## src/rtl/adc_cap_pkg.sv

```systemverilog
package adc_cap_pkg;
  localparam int unsigned WORD_W = 12;

  typedef enum logic [1:0] {
    OVR_NONE = 2'b00,
    OVR_LOW  = 2'b01,
    OVR_HIGH = 2'b10
  } ovr_e;

  typedef enum logic [1:0] {
    ST_IDLE,
    ST_WAIT_EOC,
    ST_WAIT_FALL
  } cap_st_e;

  typedef struct packed {
    logic [WORD_W-1:0] data;
    ovr_e              ovr;
  } result_t;
endpackage

```

## src/rtl/acc_start_gen.sv

```systemverilog
module acc_start_gen #(
  parameter int unsigned PER_W       = 16,
  parameter int unsigned HIGH_CYC    = 3,
  parameter int unsigned MIN_PER_CYC = 100
) (
  input  logic             clk_i,
  input  logic             rst_ni,
  input  logic             en_i,
  input  logic             idle_i,
  input  logic [PER_W-1:0] period_i,
  output logic             fire_o,
  output logic             start_o
);
  localparam logic [PER_W-1:0] MIN_P  = PER_W'(MIN_PER_CYC);
  localparam int unsigned      HC_W   = (HIGH_CYC > 1) ? $clog2(HIGH_CYC) : 1;
  localparam logic [HC_W-1:0]  HC_TOP = HC_W'(HIGH_CYC - 1);

  logic [PER_W-1:0] eff_per, per_cnt_q;
  logic [HC_W-1:0]  hi_cnt_q;

  // clamp the requested interval to one conversion time
  assign eff_per = (period_i < MIN_P) ? MIN_P : period_i;
  assign fire_o  = en_i && idle_i && (per_cnt_q >= eff_per - PER_W'(1));

  always_ff @(posedge clk_i or negedge rst_ni) begin
    if (!rst_ni) begin
      per_cnt_q <= '0;
    end else if (fire_o) begin
      per_cnt_q <= '0;
    end else if (per_cnt_q != '1) begin
      per_cnt_q <= per_cnt_q + PER_W'(1);
    end
  end

  always_ff @(posedge clk_i or negedge rst_ni) begin
    if (!rst_ni) begin
      start_o  <= 1'b0;
      hi_cnt_q <= '0;
    end else if (fire_o) begin
      start_o  <= 1'b1;
      hi_cnt_q <= HC_TOP;
    end else if (hi_cnt_q != '0) begin
      hi_cnt_q <= hi_cnt_q - HC_W'(1);
    end else begin
      start_o  <= 1'b0;
    end
  end
endmodule

```

## src/rtl/acc_sync_edge.sv

```systemverilog
module acc_sync_edge #(
  parameter int unsigned W      = 16,
  parameter int unsigned STAGES = 2
) (
  input  logic         clk_i,
  input  logic         rst_ni,
  input  logic [W-1:0] in_i,
  output logic [W-1:0] sync_o,
  output logic         rise_o,
  output logic         fall_o
);
  logic [STAGES-1:0][W-1:0] stg_q;
  logic                     edge_q;

  for (genvar i = 0; i < STAGES; i++) begin : g_stage
    always_ff @(posedge clk_i or negedge rst_ni) begin
      if (!rst_ni) stg_q[i] <= '0;
      else if (i == 0) stg_q[i] <= in_i;
      else stg_q[i] <= stg_q[(i > 0) ? i - 1 : 0];
    end
  end

  assign sync_o = stg_q[STAGES-1];

  // bit 0 carries the strobe
  always_ff @(posedge clk_i or negedge rst_ni) begin
    if (!rst_ni) edge_q <= 1'b0;
    else edge_q <= sync_o[0];
  end

  assign rise_o = sync_o[0] && !edge_q;
  assign fall_o = !sync_o[0] && edge_q;
endmodule

```

## src/rtl/acc_fmt.sv

```systemverilog
module acc_fmt
  import adc_cap_pkg::*;
(
  input  logic [WORD_W-1:0] raw_i,
  input  logic              msb_i,
  input  logic              msb_n_i,
  input  logic              otr_i,
  input  logic              twos_i,
  input  logic              sat_en_i,
  output result_t           res_o
);
  logic [WORD_W-1:0] word, pos_fs, neg_fs;
  ovr_e              kind;

  always_comb begin
    word   = twos_i ? {msb_n_i, raw_i[WORD_W-2:0]} : raw_i;
    pos_fs = twos_i ? {1'b0, {(WORD_W-1){1'b1}}} : {WORD_W{1'b1}};
    neg_fs = twos_i ? {1'b1, {(WORD_W-1){1'b0}}} : {WORD_W{1'b0}};
    if (!otr_i)     kind = OVR_NONE;
    else if (msb_i) kind = OVR_HIGH;
    else            kind = OVR_LOW;

    res_o.ovr  = kind;
    res_o.data = word;
    if (sat_en_i && kind == OVR_HIGH) res_o.data = pos_fs;
    if (sat_en_i && kind == OVR_LOW)  res_o.data = neg_fs;
  end
endmodule

```

## src/rtl/acc_out_reg.sv

```systemverilog
module acc_out_reg
  import adc_cap_pkg::*;
(
  input  logic    clk_i,
  input  logic    rst_ni,
  input  logic    load_i,
  input  result_t res_i,
  input  logic    ready_i,
  output logic    valid_o,
  output result_t res_o,
  output logic    overflow_o
);
  always_ff @(posedge clk_i or negedge rst_ni) begin
    if (!rst_ni) begin
      valid_o    <= 1'b0;
      res_o      <= '0;
      overflow_o <= 1'b0;
    end else begin
      if (load_i) begin
        res_o   <= res_i;
        valid_o <= 1'b1;
        if (valid_o && !ready_i) overflow_o <= 1'b1;
      end else if (ready_i) begin
        valid_o <= 1'b0;
      end
    end
  end
endmodule

```

## src/rtl/adc_capture_ctrl.sv

```systemverilog
module adc_capture_ctrl
  import adc_cap_pkg::*;
#(
  parameter int unsigned PER_W       = 16,
  parameter int unsigned TO_W        = 16,
  parameter int unsigned HIGH_CYC    = 3,
  parameter int unsigned MIN_PER_CYC = 100,
  parameter int unsigned SYNC_STAGES = 2
) (
  input  logic              clk_i,
  input  logic              rst_ni,
  input  logic              en_i,
  input  logic [PER_W-1:0]  period_i,
  input  logic [TO_W-1:0]   timeout_i,
  input  logic              twos_i,
  input  logic              sat_en_i,
  input  logic              cap_fall_i,
  output logic              conv_start_o,
  input  logic              dav_i,
  input  logic [WORD_W-1:0] data_i,
  input  logic              msb_i,
  input  logic              msb_n_i,
  input  logic              otr_i,
  output logic [WORD_W-1:0] res_data_o,
  output logic [1:0]        res_ovr_o,
  output logic              res_valid_o,
  input  logic              res_ready_i,
  output logic              timeout_err_o,
  output logic              overflow_o
);
  localparam int unsigned SYNC_W = WORD_W + 4;

  logic              fire, idle, dav_rise, dav_fall, cap, to_hit;
  logic [SYNC_W-1:0] s_bus;
  logic [TO_W-1:0]   to_cnt_q;
  cap_st_e           st_q, st_d;
  result_t           fmt_res, out_res;

  assign idle = (st_q == ST_IDLE);

  acc_start_gen #(
    .PER_W      (PER_W),
    .HIGH_CYC   (HIGH_CYC),
    .MIN_PER_CYC(MIN_PER_CYC)
  ) u_start (
    .clk_i   (clk_i),
    .rst_ni  (rst_ni),
    .en_i    (en_i),
    .idle_i  (idle),
    .period_i(period_i),
    .fire_o  (fire),
    .start_o (conv_start_o)
  );

  acc_sync_edge #(
    .W     (SYNC_W),
    .STAGES(SYNC_STAGES)
  ) u_sync (
    .clk_i (clk_i),
    .rst_ni(rst_ni),
    .in_i  ({data_i, otr_i, msb_n_i, msb_i, dav_i}),
    .sync_o(s_bus),
    .rise_o(dav_rise),
    .fall_o(dav_fall)
  );

  acc_fmt u_fmt (
    .raw_i   (s_bus[SYNC_W-1:4]),
    .msb_i   (s_bus[1]),
    .msb_n_i (s_bus[2]),
    .otr_i   (s_bus[3]),
    .twos_i  (twos_i),
    .sat_en_i(sat_en_i),
    .res_o   (fmt_res)
  );

  always_comb begin
    st_d   = st_q;
    cap    = 1'b0;
    to_hit = 1'b0;
    unique case (st_q)
      ST_IDLE: if (fire) st_d = ST_WAIT_EOC;
      ST_WAIT_EOC: begin
        if (dav_rise) begin
          if (cap_fall_i) begin
            st_d = ST_WAIT_FALL;
          end else begin
            cap  = 1'b1;
            st_d = ST_IDLE;
          end
        end else if (to_cnt_q >= timeout_i) begin
          to_hit = 1'b1;
          st_d   = ST_IDLE;
        end
      end
      ST_WAIT_FALL: begin
        if (dav_fall) begin
          cap  = 1'b1;
          st_d = ST_IDLE;
        end
      end
      default: st_d = ST_IDLE;
    endcase
  end

  always_ff @(posedge clk_i or negedge rst_ni) begin
    if (!rst_ni) begin
      st_q          <= ST_IDLE;
      to_cnt_q      <= '0;
      timeout_err_o <= 1'b0;
    end else begin
      st_q <= st_d;
      if (fire) to_cnt_q <= '0;
      else if (st_q == ST_WAIT_EOC && to_cnt_q != '1) to_cnt_q <= to_cnt_q + TO_W'(1);
      if (to_hit) timeout_err_o <= 1'b1;
    end
  end

  acc_out_reg u_out (
    .clk_i     (clk_i),
    .rst_ni    (rst_ni),
    .load_i    (cap),
    .res_i     (fmt_res),
    .ready_i   (res_ready_i),
    .valid_o   (res_valid_o),
    .res_o     (out_res),
    .overflow_o(overflow_o)
  );

  assign res_data_o = out_res.data;
  assign res_ovr_o  = out_res.ovr;
endmodule

```

## config.mk

```make
export PLATFORM = sky130hd
export DESIGN_NAME = adc_capture_ctrl
export DESIGN_NICKNAME = d
export VERILOG_FILES = /design/src/rtl/adc_cap_pkg.sv /design/src/rtl/acc_start_gen.sv /design/src/rtl/acc_sync_edge.sv /design/src/rtl/acc_fmt.sv /design/src/rtl/acc_out_reg.sv /design/src/rtl/adc_capture_ctrl.sv
export SDC_FILE = /design/constraint.sdc
export NUM_CORES = 1
export LEC_CHECK = 0
export CAP_MARGIN = 40
export CORE_ASPECT_RATIO = 0.6
export CORE_MARGIN = 2
export CORE_UTILIZATION = 43
export CTS_BUF_LIST = sky130_fd_sc_hd__clkbuf_8
export CTS_CLUSTER_DIAMETER = 60
export DETAILED_ROUTE_END_ITERATION = 8
export GPL_ROUTABILITY_DRIVEN = 1
export PLACE_DENSITY = 0.66
export SLEW_MARGIN = 10
export SYNTH_ARGS = -nofsm -noshare
export SYNTH_HDL_FRONTEND = slang
export SYNTH_HIERARCHICAL = 1
export SYNTH_SLANG_ARGS = --single-unit
```

## constraint.sdc

```tcl
create_clock -name clk_i -period 7.7 [get_ports clk_i]
set_input_delay 2.31 -clock clk_i [delete_from_list [all_inputs] [get_ports clk_i]]
set_output_delay 2.31 -clock clk_i [all_outputs]
set_load 0.01 [all_outputs]
```

# [Word-level counts from Yosys, hierarchy flattened]
# Index checks and enable logic that the tools add are counted.
[totals] ff_bits=87 inputBits=55 output_inout_bits=18 rom_bits=0 mem_bits_rw=0 latch_bits=0 mem_count=0
[classes] n_bitwise=0 div_mod_pow=0 shift=0 eq_ne=10 addsub=4 n_reduce_logical=19 order_cmp=3 mul=0 n_mux=31
[op_table] op="$mux 16" n=5
[op_table] op="$mux 12" n=5
[op_table] op="$add 16x1->16 const B" n=2
[op_table] op="$ge 16x16->1" n=2
[op_table] op="$ne 16x16->1 const B" n=2
[op_table] op="$mux 2" n=9
[op_table] op="$lt 16x7->1 const B" n=1
[op_table] op="$sub 16x1->16 const B" n=1
[op_table] op="$mux 1" n=10
[op_table] op="$reduce_bool 2->1" n=5
[op_table] op="$logic_and 1x1->1" n=8
[op_table] op="$ne 2x2->1 const B" n=3
[op_table] op="$pmux 2 s3" n=1
[op_table] op="$eq 2x1->1 const B" n=2
[op_table] op="$eq 2x2->1 const B" n=2
[op_table] op="$logic_not 1->1" n=3
[op_table] op="$ne 3x3->1 const B" n=1
[op_table] op="$reduce_and 3->1" n=1
[op_table] op="$logic_not 2->1" n=1
[op_table] op="$pmux 1 s2" n=1
[op_table] op="$reduce_and 2->1" n=1
[op_table] op="$sub 2x1->2 const B" n=1

# [Longest topological paths before layout]
[depth] ltp_word=7 depth_mapped=20 mapped_depth_nobuf=18

# [Modules after synthesis]
# The synthesis kept the hierarchy.
[modules_own_cells] mod="acc_start_gen" area_per_inst_um2=1637.8 instances=1 cells_each=190 seq_area_each_um2=475.5
[modules_own_cells] mod="adc_capture_ctrl" area_per_inst_um2=1442.6 instances=1 cells_each=165 seq_area_each_um2=475.5
[modules_own_cells] mod="acc_sync_edge" area_per_inst_um2=960.9 instances=1 cells_each=51 seq_area_each_um2=825.8
[modules_own_cells] mod="acc_out_reg" area_per_inst_um2=640.6 instances=1 cells_each=35 seq_area_each_um2=400.4
[modules_own_cells] mod="acc_fmt" area_per_inst_um2=166.4 instances=1 cells_each=20 seq_area_each_um2=0.0

# [Worst setup path after synthesis]
# Ideal clock, no wire load.
[synth_path] path_type="input port to flip-flop" startpoint="input port period_i[11]" endpoint="register st_q[0]" t_required_ps=7575 path_slack_ps=961 setup_ps=125 path_buffers=2 arrival_ps=6614 path_stages=20 cell_sequence="or4_4 nor4_2 nand3_1 nand2_1 ha_1 or4b_4 or2_0 nor3_1 a21oi_1 ha_1 and4_1 nand3_1 o32a_1 a31oi_1 clkbuf_1 buf_4 inv_1 a22oi_1 o21ai_0 mux2_2"
[synth_between] elab_chain_len=7
[synth_lines] element="start, declared" line="adc_capture_ctrl.sv:13" text="input logic [PER_W-1:0] period_i,"
[synth_lines] element="$lt 16x7->1" line="acc_start_gen.sv:22" text="assign eff_per = (period_i < MIN_P) ? MIN_P : period_i;"
[synth_lines] element="$mux 16 (*)" line="acc_start_gen.sv:22"
[synth_lines] element="$sub 16x1->16 (*)" line="acc_start_gen.sv:23" text="assign fire_o = en_i && idle_i && (per_cnt_q >= eff_per - PER_W'(1));"
[synth_lines] element="$ge 16x16->1 (*)" line="acc_start_gen.sv:23"
[synth_lines] element="$logic_and 1x1->1 (*)" line="acc_start_gen.sv:23"
[synth_lines] element="named net fire" line="adc_capture_ctrl.sv:33" text="logic fire, idle, dav_rise, dav_fall, cap, to_hit;"
[synth_lines] element="$ne 2x2->1 (no line) (*)"
[synth_lines] element="$reduce_and 3->1 (no line) (*)"
[synth_lines] element="end signal, assigned" line="adc_capture_ctrl.sv:112" text="st_q <= st_d;"
[synth_lines] element="end, declared" line="adc_capture_ctrl.sv:36" text="cap_st_e st_q, st_d;"
# Mark *: on every way through the listed nets, which the timed path passes. The rest lies on a longest branch.
# A chain may end at the register's enable or synchronous reset.

# [Worst setup path in the final report]
[layout_path] startpoint="input port period_i[10]" endpoint="register st_q[0]"
# Same word-level chain as after synthesis.

==> flow_metrics.py <==
metrics = {
    "placed_design": {
        "numPortBuffers": 72,
        "dp_hpwl_um": 7440,
        "dpl_cell_area_um2": 5590,
        "dp_cells": 648,
        "gp_congestion": 0.807,
    },
    "clock_tree": {
        "cts_setup_buffers": 0,
        "clkTransAtPathRegs_ns": 0.08,
        "cts_root_buf": "clkbuf_8",
        "cts_hold_buffers": 0,
        "ctsResizeCount": 0,
        "htree_levels": 3,
        "cts_sinks": 87,
        "clk_path_buf_depth": 2,
        "clock_latency_ns": 0.35,
        "tritoncts": "done",
        "cts_buffers": 9,
    },
    "critical_path": {
        "worstRegToRegCells": 10,
        "worstSetupPathType": "in2reg",
        "crit_path_max_fanout": 5,
        "cp-start-kind": "primary input",
        "worst_ep_required_time_ns": 7.93,
        "critPathCaptureType": "flip-flop",
        "critPathArrivalTime_ns": 7.17,
        "timing.rr.end": "st_q[0]",
        "rrSetupSlack_ns": 4.83,
        "r2r-start": "u_start/per_cnt_q[0]",
    },
    "power_and_ir_drop": {
        "peakVddDrop_uv": 103,
        "p_leak_nw": 2.61,
        "power.density_nw_per_um2": 273,
    },
    "global_route": {
        "grt_pass1_wl_um": 16900,
        "grt_max_degree": 54,
        "track_usage": 0.174,
        "grt_pass1_vias": 3447,
        "grt_overflow": 0,
        "antenna_found_initial": 0,
    },
    "timing": {
        "tns_ns": 0,
        "finalWorstPathRequiredPeriod_ns": 6.94,
        "tightest_slew_ns": 0.794,
        "finalHoldViolCount": 0,
        "rsz0062_at_grt": "false",
        "fmaxAchievable_mhz": 144,
        "hold_ws_ns": 0.339,
        "finClkSkew_ns": 0.0141,
        "drv_slew": 0,
        "fin_crit_sh": 0.901,
        "relSlewSlack": 0.457,
        "setup_violations": 0,
    },
    "detailed_routing": {
        "num_vias": 3439,
        "detail-route-antenna-nets": 0,
        "vias_per_cell": 5.19,
        "detailedRoute.firstPassIterationCount": 4,
        "finalWirelength_um": 9810,
        "routedWlPerCell_um": 14.8,
        "drc": 0,
        "drtIter0Drc": 164,
    },
    "synth": {
        "synthCells": 460,
        "syn-cell-area_um2": 4840,
        "syn_avg_cell_area_um2": 10.5,
        "syn_nets": 554,
        "synth_warnings": 6,
    },
    "layout": {
        "final_cell_mix": "dfrtp_1, clkdlybuf4s50_1, nor2_1",
        "layout_commonest_cell": "dfrtp_1",
        "nFillCells": 928,
        "seqCellArea_um2": 2180,
        "drive_above_1_share": 0.115,
        "multiInputGateArea_um2": 2340,
        "final_cell_area_um2": 5780,
        "final_nets": 614,
        "fin_util": 0.536,
        "diodes": 0,
        "area_delta_synth_final_pct": 19.4,
        "instances_no_fill": 662,
    },
    "worst_hold_path": {
        "min_path_type": "reg2reg",
        "hold_end": "u_sync/sync_o[15]",
        "hold_path_depth": 0,
        "min-delay-start": "u_sync/stg_q[15]",
    },
    "floorplanning": {
        "pin_count": 73,
        "rows": 29,
        "die_h_um": 86.2,
        "coreArea_um2": 10800,
        "start_util": 0.449,
        "die_x_um": 141,
        "die_area_um2": 12200,
    },
    "outcome": {
        "outcome": "finished clean",
    },
    "flow_run": {
        "maxCapViolations": 0,
    },
}
==> power by group <==
part | leakage, nW | internal [mW] | switching, mW
logic | 1.44 | 0.302 | 0.256
clock network | 0.0948 | 0.157 | 0.158
registers | 1.08 | 0.577 | 0.126
==> state kept, by name, summed over array words and instances, names as in the netlist <==
signal	flops
to_cnt_q	16
u_start/per_cnt_q	16
u_sync/stg_q	16
u_sync/sync_o	16
u_out/res_o	14
st_q	2
u_start/hi_cnt_q	2
timeout_err_o	1
u_out/overflow_o	1
u_out/valid_o	1
u_start/start_o	1
u_sync/edge_q	1
==> final cells by class <==
cell class                 count  share of cell area
clock buffer                  10              0.0238
clock inverter                 4             0.00953
inverter                      31              0.0201
multi-input combinational    315               0.405
sequential                    87               0.377
tap                          139              0.0301
timing repair buffer          76               0.134
==> worst max-delay path by stage <==
stage                  from       to  slack [ns]
2_1_floorplan  period_i[11]  st_q[0]        0.96
3_3_place_gp   period_i[10]  st_q[0]        0.64
3_5_place_dp   period_i[11]  st_q[0]        0.42
4_1_cts        period_i[10]  st_q[0]        0.80
5_1_grt        period_i[10]  st_q[0]        0.40
6_report       period_i[10]  st_q[0]        0.76
==> routing by layer <==
metal / track usage / up-vias / share of wire
met1: 0.257 / 1648 / 0.52
met4: 0.0418 / 0 / 0.0084
met5: 0 / - / 0
met3: 0.0403 / 6 / 0.041
met2: 0.260 / 77 / 0.43
li1: - / 1708 / -
==> through the flow <==
| step | setup slack, ns | power (mW) |
|---|---|---|
| 2_1_floorplan | 0.961 | 1.04 |
| 3_3_place_gp | 0.636 | 1.23 |
| 3_5_place_dp | 0.421 | 1.27 |
| 4_1_cts | 0.796 | 1.59 |
| 5_1_grt | 0.395 | 1.70 |
| 6_report | 0.763 | 1.58 |
==> critical path, stage by stage <==
cell,delay [ns]
clkdlybuf4s50_1,0.47
or4_4,0.58
nor4_2,0.32
nand3_1,0.24
nand2_1,0.16
ha_1,0.24
or4b_4,0.53
or2_0,0.24
nor3_1,0.13
a21oi_1,0.06
ha_1,0.29
and4_1,0.22
nand3_1,0.10
o32a_1,0.30
a31oi_2,0.21
inv_1,0.07
a22oi_1,0.21
o21ai_0,0.18
mux2_2,0.30
Power figures use the tool's default switching activity.
